### src/rtl/wp_seq_pkg.sv
package wp_seq_pkg;
  typedef enum logic [1:0] {
    PH_KEY = 2'd0,   // matching key reads
    PH_VAL = 2'd1,   // expecting the value write
    PH_CMP = 2'd2    // expecting the complement write
  } phase_t;
endpackage

### src/rtl/wp_key_matcher.sv
module wp_key_matcher
  import wp_seq_pkg::*;
#(
  parameter int ADDR_W  = 18,
  parameter int DATA_W  = 8,
  parameter int KEY_LEN = 6,
  parameter logic [KEY_LEN*ADDR_W-1:0] KEY_SEQ = '0
) (
  input  logic              clk,
  input  logic              rst,
  input  logic              fire,
  input  logic              is_write,
  input  logic [ADDR_W-1:0] addr,
  input  logic [DATA_W-1:0] data,
  output logic              consume,
  output logic              commit,
  output logic [DATA_W-1:0] commit_val
);
  localparam int IDX_W = (KEY_LEN > 1) ? $clog2(KEY_LEN) : 1;
  localparam logic [IDX_W-1:0] LAST = IDX_W'(KEY_LEN - 1);

  logic [ADDR_W-1:0] key_tab [KEY_LEN];

  // Unpack the key list; entry 0 sits in the lowest bits.
  for (genvar k = 0; k < KEY_LEN; k++) begin : g_key
    assign key_tab[k] = KEY_SEQ[k*ADDR_W +: ADDR_W];
  end

  phase_t            phase_q;
  logic [IDX_W-1:0]  idx_q;
  logic [DATA_W-1:0] val_q;
  logic              key_hit;

  assign key_hit    = (addr == key_tab[idx_q]);
  assign consume    = fire && is_write && (phase_q != PH_KEY);
  assign commit     = !rst && fire && is_write && (phase_q == PH_CMP) && (data == ~val_q);
  assign commit_val = val_q;

  always_ff @(posedge clk) begin
    if (rst) begin
      phase_q <= PH_KEY;
      idx_q   <= '0;
      val_q   <= '0;
    end else if (fire) begin
      unique case (phase_q)
        PH_KEY: begin
          if (!is_write && key_hit) begin
            if (idx_q == LAST) begin
              phase_q <= PH_VAL;
              idx_q   <= '0;
            end else begin
              idx_q <= idx_q + 1'b1;
            end
          end else begin
            idx_q <= '0;
          end
        end
        PH_VAL: begin
          if (is_write) begin
            val_q   <= data;
            phase_q <= PH_CMP;
          end else begin
            phase_q <= PH_KEY;
          end
        end
        default: phase_q <= PH_KEY;
      endcase
    end
  end
endmodule

### src/rtl/wp_prot_reg.sv
module wp_prot_reg #(
  parameter int NSECT = 8,
  parameter logic [NSECT-1:0] PROT_INIT = '0
) (
  input  logic             clk,
  input  logic             load,
  input  logic [NSECT-1:0] load_val,
  output logic [NSECT-1:0] prot
);
  // Retained settings: initial value only, no reset term.
  logic [NSECT-1:0] prot_q = PROT_INIT;

  always_ff @(posedge clk) begin
    if (load) prot_q <= load_val;
  end

  assign prot = prot_q;
endmodule

### src/rtl/wp_write_gate.sv
module wp_write_gate #(
  parameter int SECT_W = 3,
  parameter int NSECT  = 8
) (
  input  logic              fire,
  input  logic              is_write,
  input  logic [SECT_W-1:0] sector,
  input  logic              consume,
  input  logic [NSECT-1:0]  prot,
  output logic              arr_we,
  output logic              inhibit
);
  logic array_write;
  assign array_write = fire && is_write && !consume;
  assign arr_we      = array_write && !prot[sector];
  assign inhibit     = array_write &&  prot[sector];
endmodule

### src/rtl/wp_unlock_guard.sv
module wp_unlock_guard #(
  parameter int ADDR_W  = 18,
  parameter int SECT_W  = 3,
  parameter int KEY_LEN = 6,
  parameter logic [KEY_LEN*ADDR_W-1:0] KEY_SEQ = {
    18'h0A0F5, 18'h30C3C, 18'h155AA, 18'h2A555, 18'h0F3C3, 18'h3C0F0},
  parameter logic [(1<<SECT_W)-1:0] PROT_INIT = 8'h81
) (
  input  logic                     clk,
  input  logic                     rst,
  input  logic                     acc_valid,
  output logic                     acc_ready,
  input  logic                     acc_write,
  input  logic [ADDR_W-1:0]        acc_addr,
  input  logic [(1<<SECT_W)-1:0]   acc_data,
  output logic                     arr_we,
  output logic                     wr_block,
  output logic [(1<<SECT_W)-1:0]   prot_o
);
  localparam int NSECT = 1 << SECT_W;

  logic             fire, consume, commit, inhibit, blk_q;
  logic [NSECT-1:0] commit_val;

  assign acc_ready = 1'b1;
  assign fire      = acc_valid && acc_ready;

  wp_key_matcher #(
    .ADDR_W(ADDR_W), .DATA_W(NSECT), .KEY_LEN(KEY_LEN), .KEY_SEQ(KEY_SEQ)
  ) u_match (
    .clk(clk), .rst(rst), .fire(fire), .is_write(acc_write),
    .addr(acc_addr), .data(acc_data),
    .consume(consume), .commit(commit), .commit_val(commit_val)
  );

  wp_prot_reg #(.NSECT(NSECT), .PROT_INIT(PROT_INIT)) u_prot (
    .clk(clk), .load(commit), .load_val(commit_val), .prot(prot_o)
  );

  wp_write_gate #(.SECT_W(SECT_W), .NSECT(NSECT)) u_gate (
    .fire(fire), .is_write(acc_write), .sector(acc_addr[ADDR_W-1 -: SECT_W]),
    .consume(consume), .prot(prot_o), .arr_we(arr_we), .inhibit(inhibit)
  );

  always_ff @(posedge clk) begin
    if (rst) blk_q <= 1'b0;
    else     blk_q <= inhibit;
  end

  assign wr_block = blk_q;
endmodule

### config.mk
export PLATFORM = sky130hd
export DESIGN_NAME = wp_unlock_guard
export DESIGN_NICKNAME = d
export VERILOG_FILES = /design/src/rtl/wp_seq_pkg.sv /design/src/rtl/wp_key_matcher.sv /design/src/rtl/wp_prot_reg.sv /design/src/rtl/wp_write_gate.sv /design/src/rtl/wp_unlock_guard.sv
export SDC_FILE = /design/constraint.sdc
export NUM_CORES = 1
export LEC_CHECK = 0
export ABC_CLOCK_PERIOD_IN_PS = 6450
export BUFFER_PORTS_ARGS = -buffer_cell sky130_fd_sc_hd__buf_2
export CAP_MARGIN = 20
export CORE_MARGIN = 2
export CORE_UTILIZATION = 28
export DETAILED_ROUTE_END_ITERATION = 16
export PLACE_DENSITY = 0.55
export SYNTH_ARGS = -nofsm -noshare
export SYNTH_HDL_FRONTEND = slang
export SYNTH_SLANG_ARGS = --single-unit
export TNS_END_PERCENT = 50
### constraint.sdc
create_clock -name clk -period 6.45 [get_ports clk]
set_input_delay 1.29 -clock clk [delete_from_list [all_inputs] [get_ports clk]]
set_output_delay 1.29 -clock clk [all_outputs]
set_load 0.02 [all_outputs]
==> reports/results.ini, run 1 <==
[clock_network]
clk_pin_slew_worst_paths_ps=80
cts_buffers=3
cts_buffer_depth=2
ctsHoldBuffers=0
post_cts_buffers=0
ctsResizeCount=0
cts.htree.levels=1
cts_tree=built
insertion_delay_ps=260
clkSinkCount=22
cts-root-buf=clkbuf_8

[logic_synthesis]
ys_seq_area_frac=0.362
synthTopCellsByArea=dfxtp_1 19%, edfxtp_1 17%, xor2_1 6.1%, a21oi_1 5.6%, nand2_1 5.5%
syn_area_um2=1440
synth_top_cells_by_count=21 x nand2_1, 16 x a21oi_1, 14 x dfxtp_1, 10 x xor2_1, 8 x edfxtp_1
syn_area_per_cell_um2=9.28
synth.most_common_cell=nand2_1
synth_edf_count=8
ys_seq_elements=22
synthArstFlopShare=0
synth_top_cell_area_share=0.195
ys_warn_count=0
synth_cell_types=49
synthCells=155
synthFlopType=dfxtp_1
synth_fp_nets=190
synth_top_cell_by_area=dfxtp_1

[grt]
grt_max_degree=25
grt_first_pass_wirelength_mm=5.07
gr-total-overflow=0
grt_usage=0.116
grt_pass1_vias=1123
antenna_found_initial=0

[timing]
rsz0062_at_grt=no
setup_viol=0
min_period_ps=3810
worst_pin_slew_ps=697
relSlewSlack=0.534
slew_violations=0
hold_viol_final=0
fin_skew_ps=3.99
setup-tns-final_ps=0
period_share=0.590
fmaxAchievable_mhz=263
hold_ws_ps=482

[power_and_ir_drop]
peakVddDrop_mv=0.119
p_leak_nw=0.716
p_per_area_nw_per_um2=169

[critical_path]
cp_data_required_time_ps=5160
start_kind=input pin
critPathKind=input pin to output pin
crit_buf_inv=2
cp_common_cell=buf_2
max_stage_delay_ps=500
worstPathCellList=buf_2, mux4_2, mux2i_1, and3_1, buf_2
r2r_cells=7
worstSetupEndpointType=output pin
cp_slowest_cell=mux4_2
r2r-end=u_match.phase_q[0]$_SDFFE_PP0P_
path_delay_family=multiplexers
rrSetupSlack_ps=3980
rr_startpoint=u_match.idx_q[0]$_SDFFE_PP0P_
arrival_ps=2520
critPathMaxFanout=5

[cells_and_area]
fillCellCount=549
final_nets=229
layout-area-overhead-vs-synth_pct=21.7
diodes=0
drive_gt1_frac=0.301

[flow_run]
maxCapViolCount=0

[hold_path]
min_path_type=register to register
hold_path_end=u_prot.prot[6]$_DFFE_PP_
hold_start=u_match.commit_val[6]$_SDFFE_PP0P_
hold_path_depth=0

[route]
dr.pass1.iters=4
vias=1198
drt.antenna.violating_nets=0
drt_iter0_drc=60
wl_mm=3.17
drcViolationCount=0
viasPerCell=4.56
post_drt_wl_per_cell_um=12.0

[floorplanning]
dieArea_um2=5730
rows=26
start_util=0.285
io-pin-count=41
die_h_um=75.7
fp.dieW_um=75.7
core_region_area_um2=5040

[placement]
numPortBuffers=39
dp_hpwl_mm=2.55
gpl.final_weighted_congestion=0.762

[run_status]
status=finished clean

cells by family after synthesis:
| group | synth area share |
|---|---|
| mux | 0.0600 |
| other cells | 0.00261 |
| xor+xnor | 0.0670 |
| flops | 0.362 |
| compound gates | 0.144 |
| fa+ha+maj | 0.0435 |
| buf+inv | 0.0443 |
| simple gates | 0.277 |
layout make-up:
type | count | area, um2 | area share
Sequential cell | 22 | 520 | 0.297
Clock buffer | 3 | 41.3 | 0.0236
Inverter | 4 | 15.0 | 0.00857
Multi-Input combinational cell | 123 | 855 | 0.488
Clock inverter | 1 | 30.0 | 0.0171
Timing Repair Buffer | 40 | 203 | 0.116
Tap cell | 70 | 87.6 | 0.0500
flip-flops by register name (all words and copies together), names as in the netlist:
| name | flops |
|---|---|
| u_match.phase_q | 2 |
| u_match.idx_q | 3 |
| wr_block | 1 |
| u_prot.prot | 8 |
| u_match.commit_val | 8 |
per-layer routing:
layer,part of all wire,vias up,wire (um),global-route usage
met3,0.049,2,154,0.0172
met1,0.49,531,1550,0.167
li1,-,637,-,-
met5,0,-,0,0
met4,0.0041,0,13,0.0351
met2,0.46,28,1450,0.179
report_power, final:
group | switching [W] | internal (W) | total [W]
Combinational | 0.0000147 | 0.0000129 | 0.0000276
Clock | 0.0000426 | 0.0000828 | 0.000125
Sequential | 0.0000000000330 | 0.000143 | 0.000143
Total | 0.0000573 | 0.000238 | 0.000296
metrics by stage:
| step | util | setup WS [ps] | cells | total power (W) | area (um2) |
|---|---|---|---|---|---|
| after floorplan | - | 2970 | 155 | 0.000159 | 1440 |
| after global placement | 0.333 | 2620 | 259 | 0.000173 | 1680 |
| after detailed placement | 0.333 | 2600 | 259 | 0.000174 | 1680 |
| after CTS | 0.347 | 2600 | 263 | 0.000300 | 1750 |
| after global routing | 0.347 | 2540 | 263 | 0.000310 | 1750 |
| final | 0.347 | 2640 | 263 | 0.000296 | 1750 |
worst max path at each step:
stage | start | to | cells after the start
6_report | acc_addr[15] | arr_we | 5
5_1_grt | acc_addr[15] | arr_we | 5
4_1_cts | acc_addr[15] | arr_we | 5
3_5_place_dp | acc_addr[15] | arr_we | 5
3_3_place_gp | acc_addr[15] | arr_we | 5
2_1_floorplan | acc_addr[15] | arr_we | 3
cell usage in the layout, fill, tap and decap left out, types with 2 or more instances in the layout:
master,netlist,final
buf_2,1,39
nand2_1,21,21
a21oi_1,16,16
dfxtp_1,14,14
xor2_1,10,10
edfxtp_1,8,8
nand2b_1,7,7
nand4_1,5,5
nor2_1,5,5
o21ai_0,5,5
ha_1,5,5
inv_1,4,4
nand3_1,4,4
mux2i_1,3,3
nor2b_1,3,3
and3_1,3,3
a31oi_1,3,3
clkbuf_8,1,3
mux4_2,2,2
and2b_2,2,2
nand4b_1,2,2
nor3_1,2,2
nor4b_2,2,2
nor3b_1,2,2
Note: power is estimated with default switching activity, not from simulation.
==> inputs of run 2 (changes only) <==
ABC_CLOCK_PERIOD_IN_PS = 3850   (was 6450)
clock period = 3.85 ns   (was 6.45 ns; I/O delays follow)
==> run 2 against run 1 <==
Against the previous run: sequential power up 67%; largest power group unchanged; first-iteration DRC count rose by 52%; via count grew 0.67%; core utilization decreased by 0.52 points; critical endpoint unchanged; total power grew 44%.
==> reports/results.ini, run 2 (synthesized netlist as in run 1, its figures left out) <==
[run_status]
status=finished clean

[route]
drt_iter0_drc=91  ; +52%
drt.antenna.violating_nets=0  ; unchanged
wl_mm=3.16  ; about the same
viasPerCell=4.59  ; +0.67%
drcViolationCount=0  ; unchanged
post_drt_wl_per_cell_um=12.0  ; about the same
dr.pass1.iters=4  ; unchanged
vias=1206  ; +0.67%

[floorplanning]
io-pin-count=41  ; unchanged
core_region_area_um2=5040  ; unchanged
rows=26  ; unchanged
start_util=0.285  ; unchanged
die_h_um=75.7  ; unchanged
fp.dieW_um=75.7  ; unchanged
dieArea_um2=5730  ; unchanged

[timing]
hold_viol_final=0  ; unchanged
rsz0062_at_grt=no
hold_ws_ps=486  ; +4.28 ps
relSlewSlack=0.514  ; -0.0201
period_share=0.715
slew_violations=0  ; unchanged
worst_pin_slew_ps=727  ; +30.1 ps
fmaxAchievable_mhz=363
setup_viol=0  ; unchanged
fin_skew_ps=3.92  ; -0.0724 ps
setup-tns-final_ps=0  ; unchanged
min_period_ps=2750
fin_ws_ps=1100  ; -1550 ps

[critical_path]
start_kind=input pin
arrival_ps=1980  ; -540 ps
cp_data_required_time_ps=3080  ; -2080 ps
critPathMaxFanout=5  ; unchanged
rrSetupSlack_ps=1400  ; -2580 ps
worstSetupEndpointType=output pin
critPathKind=input pin to output pin

[placement]
place_area_um2=1680  ; unchanged
dpl_worst_slack_ps=1060  ; -1540 ps
gpl.final_weighted_congestion=0.785  ; +3.1%
numPortBuffers=39  ; unchanged
dp_hpwl_mm=2.54  ; -0.29%

[grt]
grt_max_degree=25  ; unchanged
antenna_found_initial=0  ; unchanged
gr-total-overflow=0  ; unchanged
grt_usage=0.114  ; -0.00208
grt_first_pass_wirelength_mm=4.95  ; -2.4%
grt_pass1_vias=1090  ; -2.9%

[flow_run]
maxCapViolCount=0  ; unchanged

[clock_network]
ctsResizeCount=0  ; unchanged
cts-root-buf=clkbuf_8
clkSinkCount=22  ; unchanged
clk_pin_slew_worst_paths_ps=70  ; about the same
cts.htree.levels=1  ; unchanged
cts_buffers=3  ; unchanged
insertion_delay_ps=250  ; about the same
cts_buffer_depth=2  ; unchanged
ctsHoldBuffers=0  ; unchanged
post_cts_buffers=0  ; unchanged
cts_tree=built

[cells_and_area]
mostFrequentLayoutCell=buf_2
drive_gt1_frac=0.295  ; -0.00518
utilization=0.342  ; -0.00521
mostFrequentLayoutCells=39 x buf_2, 21 x nand2_1, 16 x a21oi_1
diodes=0  ; unchanged
fillCellCount=532  ; -3.1%
final_nets=229  ; unchanged
fin_area_um2=1730  ; -1.5%
layout-area-overhead-vs-synth_pct=19.9

[power_and_ir_drop]
sw_frac_of_total=0.216  ; +0.0223
p_switching_w=0.0000921  ; +61%
seqPwrFrac=0.561  ; +0.079
pwr-share-clk=0.331  ; -0.093
p_per_area_nw_per_um2=247  ; +46%
combPwrFrac=0.108  ; +0.015
p_leak_nw=0.703  ; -1.8%
peakVddDrop_mv=0.147  ; +24%
p_int_w=0.000334  ; +40%

[hold_path]
min_path_type=register to register

## run 2: changes by cell type in the layout (fill, tap and decap cells not counted), sizes merged
| cell | previous run | this run |
|---|---|---|
| bufinv | 1 | 0 |
| clkbuf | 3 | 4 |
## run 2: power by group through the flow
| stage | sequential (W) | clock, W | combinational [W] |
|---|---|---|---|
| floorplan | 0.000244 | 0 | 0.0000219 |
| global placement | 0.000244 | 0 | 0.0000462 |
| detailed placement | 0.000244 | 0 | 0.0000465 |
| CTS | 0.000239 | 0.000144 | 0.0000466 |
| global route | 0.000239 | 0.000159 | 0.0000520 |
| finish | 0.000239 | 0.000141 | 0.0000460 |
## run 2: worst max-delay path: stages
cell     delay [ps]
buf_2           160
mux4_2          500
mux2i_1         200
and3_1          190
buf_2           160
## run 2: final timing paths
check | startpoint | to | cells past startpoint
max | acc_addr[15] | arr_we | 5
min | u_match.phase_q[1]$_SDFFE_PP0P_ | u_match.phase_q[1]$_SDFFE_PP0P_ | 2
min reg2reg | u_match.phase_q[1]$_SDFFE_PP0P_ | u_match.phase_q[1]$_SDFFE_PP0P_ | 2
max reg2reg | u_match.idx_q[0]$_SDFFE_PP0P_ | u_match.phase_q[0]$_SDFFE_PP0P_ | 8
## run 2: routing by layer
layer / global-route usage / part of all wire / up-vias
li1: - / - / 637
met5: 0 / 0 / -
met1: 0.165 / 0.50 / 537
met2: 0.178 / 0.45 / 30
met3: 0.0159 / 0.047 / 2
met4: 0.0292 / 0.0041 / 0
## run 2: through the flow
step / total power, W / cells
5_1_grt: 0.000450 / 263
2_1_floorplan: 0.000266 / 155
4_1_cts: 0.000429 / 263
3_3_place_gp: 0.000290 / 259
3_5_place_dp: 0.000291 / 259
6_report: 0.000426 / 263
## run 2: cell type report
type | count | area (um2) | area share
multi-input cells | 123 | 855 | 0.495
flip-flops and latches | 22 | 520 | 0.302
repair buffers | 40 | 203 | 0.117
well taps | 70 | 87.6 | 0.0508
clock buffers | 4 | 45.0 | 0.0261
inverters | 4 | 15.0 | 0.00870
==> inputs of run 3 (changes only) <==
ABC_AREA = 1   (was unset)
ABC_CLOCK_PERIOD_IN_PS = 2300   (was 3850)
PLACE_DENSITY = 0.57   (was 0.55)
clock period = 2.3 ns   (was 3.85 ns; I/O delays follow)
==> run 3 against run 2 <==
Against the previous run: hold slack got worse by 46 ps; non-clock buffer count increased by 4; routed wire length increased by 14%; total power increased by 98%; critical endpoint unchanged; highest routed layer unchanged.
==> reports/results.ini, run 3 <==
[run_status]
status=finished clean

[floorplanning]
dieArea_um2=5930  ; +3.5%
fp.dieW_um=77.0  ; +1.7%
die_h_um=77.0  ; +1.7%
core_region_area_um2=5140  ; +1.9%
rows=26  ; unchanged
start_util=0.290  ; +0.00481
io-pin-count=41  ; unchanged

[critical_path]
rrSetupSlack_ps=390  ; -1010 ps
r2r-end=u_match.phase_q[0]$_SDFFE_PP0P_
start_kind=input pin
r2r_cells=11  ; +3
worstSetupEndpointType=output pin
arrival_ps=1550  ; -430 ps
critPathKind=input pin to output pin
rr_startpoint=u_match.idx_q[1]$_SDFFE_PP0P_
critPathMaxFanout=6  ; +1
cp_data_required_time_ps=1840  ; -1240 ps

[power_and_ir_drop]
sw_frac_of_total=0.203  ; -0.0126
pwr-share-clk=0.421  ; +0.090
p_int_w=0.000672  ; +100%
p_switching_w=0.000172  ; +86%
finalPower_w=0.000843  ; +98%
seqPwrFrac=0.475  ; -0.086
combPwrFrac=0.104  ; -0.004
peakVddDrop_mv=0.241  ; +63%
p_leak_nw=0.948  ; +35%
p_per_area_nw_per_um2=456  ; +85%

[route]
wl_met1_mm=1.72  ; +9.6%
met3RoutedLength_um=222  ; +48%
wl_mm=3.60  ; +14%
drt.antenna.violating_nets=0  ; unchanged
viasPerCell=4.52  ; -1.4%
post_drt_wl_per_cell_um=10.7  ; -11%
drt_iter0_drc=40  ; -56%
route.met2.wl_mm=1.62  ; +14%
vias=1515  ; +26%
drcViolationCount=0  ; unchanged
top_layer=met4
dr.pass1.iters=4  ; unchanged

[cells_and_area]
diodes=0  ; unchanged
final_nets=301  ; +31%
layout-area-overhead-vs-synth_pct=23.9
fillCellCount=601  ; +13%
ff_latch_area_um2=520  ; unchanged
drive_gt1_frac=0.208  ; -0.0878
mostFrequentLayoutCell=nand2_1
multiInputGateArea_um2=850  ; -0.59%
mostFrequentLayoutCells=55 x nand2_1, 43 x nor2_1, 39 x buf_2

[timing]
slew_violations=0  ; unchanged
min_period_ps=2010
fin_skew_ps=2.59  ; -1.34 ps
setup_viol=0  ; unchanged
fmaxAchievable_mhz=499
setup-tns-final_ps=0  ; unchanged
rsz0062_at_grt=no
hold_viol_final=0  ; unchanged
period_share=0.872

[hold_path]
hold_start=rst
min_path_type=input pin to register
hold_path_depth=2  ; unchanged
hold_path_end=u_match.idx_q[1]$_SDFFE_PP0P_

[grt]
grt_max_degree=14  ; -44%
grt_pass1_vias=1420  ; +30%
gr-total-overflow=0  ; unchanged
grt_first_pass_wirelength_mm=6.00  ; +21%
grt_usage=0.122  ; +0.00838
antenna_found_initial=0  ; unchanged

[clock_network]
cts_buffers=3  ; unchanged
insertion_delay_ps=260  ; about the same
cts-root-buf=clkbuf_8
clk_pin_slew_worst_paths_ps=80  ; about the same
cts_tree=built
cts.htree.levels=1  ; unchanged
clkSinkCount=22  ; unchanged
post_cts_buffers=0  ; unchanged
cts_buffer_depth=2  ; unchanged
ctsResizeCount=0  ; unchanged
ctsHoldBuffers=0  ; unchanged

[flow_run]
maxCapViolCount=0  ; unchanged

[logic_synthesis]
synth_top_cell_by_area=dfxtp_1
syn_area_per_cell_um2=6.75  ; -27%
synth_cell_types=31  ; -37%
syn_area_um2=1490  ; +3.7%
ys_warn_count=0  ; unchanged
ys_seq_elements=22  ; unchanged
synth.most_common_cell=nand2_1
synthArstFlopShare=0  ; unchanged
synth_top_cell_area_share=0.188  ; -0.00686
synthFlopType=dfxtp_1
synthTopCellsByArea=dfxtp_1 19%, edfxtp_1 16%, nand2_1 14%, nor2_1 11%, nand3_1 6.4%
synth_edf_count=8  ; unchanged
synthCells=221  ; +43%
synth_top_cells_by_count=55 x nand2_1, 43 x nor2_1, 21 x inv_1, 19 x nand3_1, 15 x o21ai_0
synth_fp_nets=256  ; +35%
ys_seq_area_frac=0.349  ; -0.0127

[placement]
dp_hpwl_mm=2.92  ; +15%
gpl.final_weighted_congestion=0.822  ; +4.7%
numPortBuffers=39  ; unchanged

## run 3: cell types whose count changed after synthesis, sizes merged, moves of 4 or more
cell,previous run,this run
nand2b,8,0
nor2,5,46
xor2,10,3
nand3,4,19
a31oi,4,0
o21ai,5,16
a21oi,16,8
nand2,21,57
nand3b,0,6
nand4,5,1
inv,4,22
## run 3: worst max-delay path: stages
cell	delay [ps]
buf_2	130
inv_1	100
o21ai_0	150
o22ai_1	80
o21ai_0	220
and3_1	230
buf_2	170
## run 3: layer usage
metal,GRT usage,up-vias
li1,-,802
met1,0.152,665
met2,0.208,44
met3,0.0235,4
met4,0.0464,0
met5,0,-
## run 3: cell families (layout without fill, tap and decap cells)
group | after synthesis | in the layout | synth area share
buffers and inverters | 27 | 71 | 0.0814
AO/OA/AOI/OAI | 29 | 29 | 0.107
XOR/XNOR | 4 | 4 | 0.0235
flip-flops | 22 | 22 | 0.349
other | 1 | 1 | 0.00251
adder cells (fa/ha/maj) | 5 | 5 | 0.0419
AND/OR/NAND/NOR | 133 | 133 | 0.395
## run 3: area by class of cell
type / count / share of cell area
Sequential cell: 22 / 0.282
Multi-Input combinational cell: 172 / 0.460
Clock inverter: 1 / 0.0162
Timing Repair Buffer: 44 / 0.126
Inverter: 23 / 0.0467
Tap cell: 70 / 0.0474
Clock buffer: 3 / 0.0223
## run 3: how the worst max path moves through the flow
| stage | startpoint | end | slack, ps | cells past startpoint |
|---|---|---|---|---|
| after detailed placement | acc_addr[15] | arr_we | 280 | 7 |
| after floorplan | u_match.idx_q[0]$_SDFFE_PP0P_ | u_match.idx_q[0]$_SDFFE_PP0P_ | 530 | 11 |
| after CTS | u_prot.prot[2]$_DFFE_PP_ | arr_we | 260 | 5 |
| after global routing | acc_addr[15] | arr_we | 140 | 7 |
| after global placement | acc_addr[15] | arr_we | 280 | 7 |
| final | acc_addr[15] | arr_we | 290 | 7 |
## run 3: power by group through the flow
stage               Combinational [W]  Sequential [W]  Clock [W]
floorplan                   0.0000441        0.000410          0
global placement            0.0000873        0.000410          0
detailed placement          0.0000880        0.000410          0
CTS                         0.0000885        0.000400   0.000364
global route                0.0000999        0.000401   0.000374
finish                      0.0000878        0.000400   0.000355
## run 3: metrics by stage
step	hold slack, ps	cell area (um2)	instances	worst slack (ps)	utilization
after floorplan	445	1490	221	534	-
after global placement	460	1780	331	283	0.346
after detailed placement	471	1780	331	280	0.346
after CTS	444	1850	335	263	0.360
after global routing	445	1850	335	142	0.360
final	440	1850	335	295	0.360
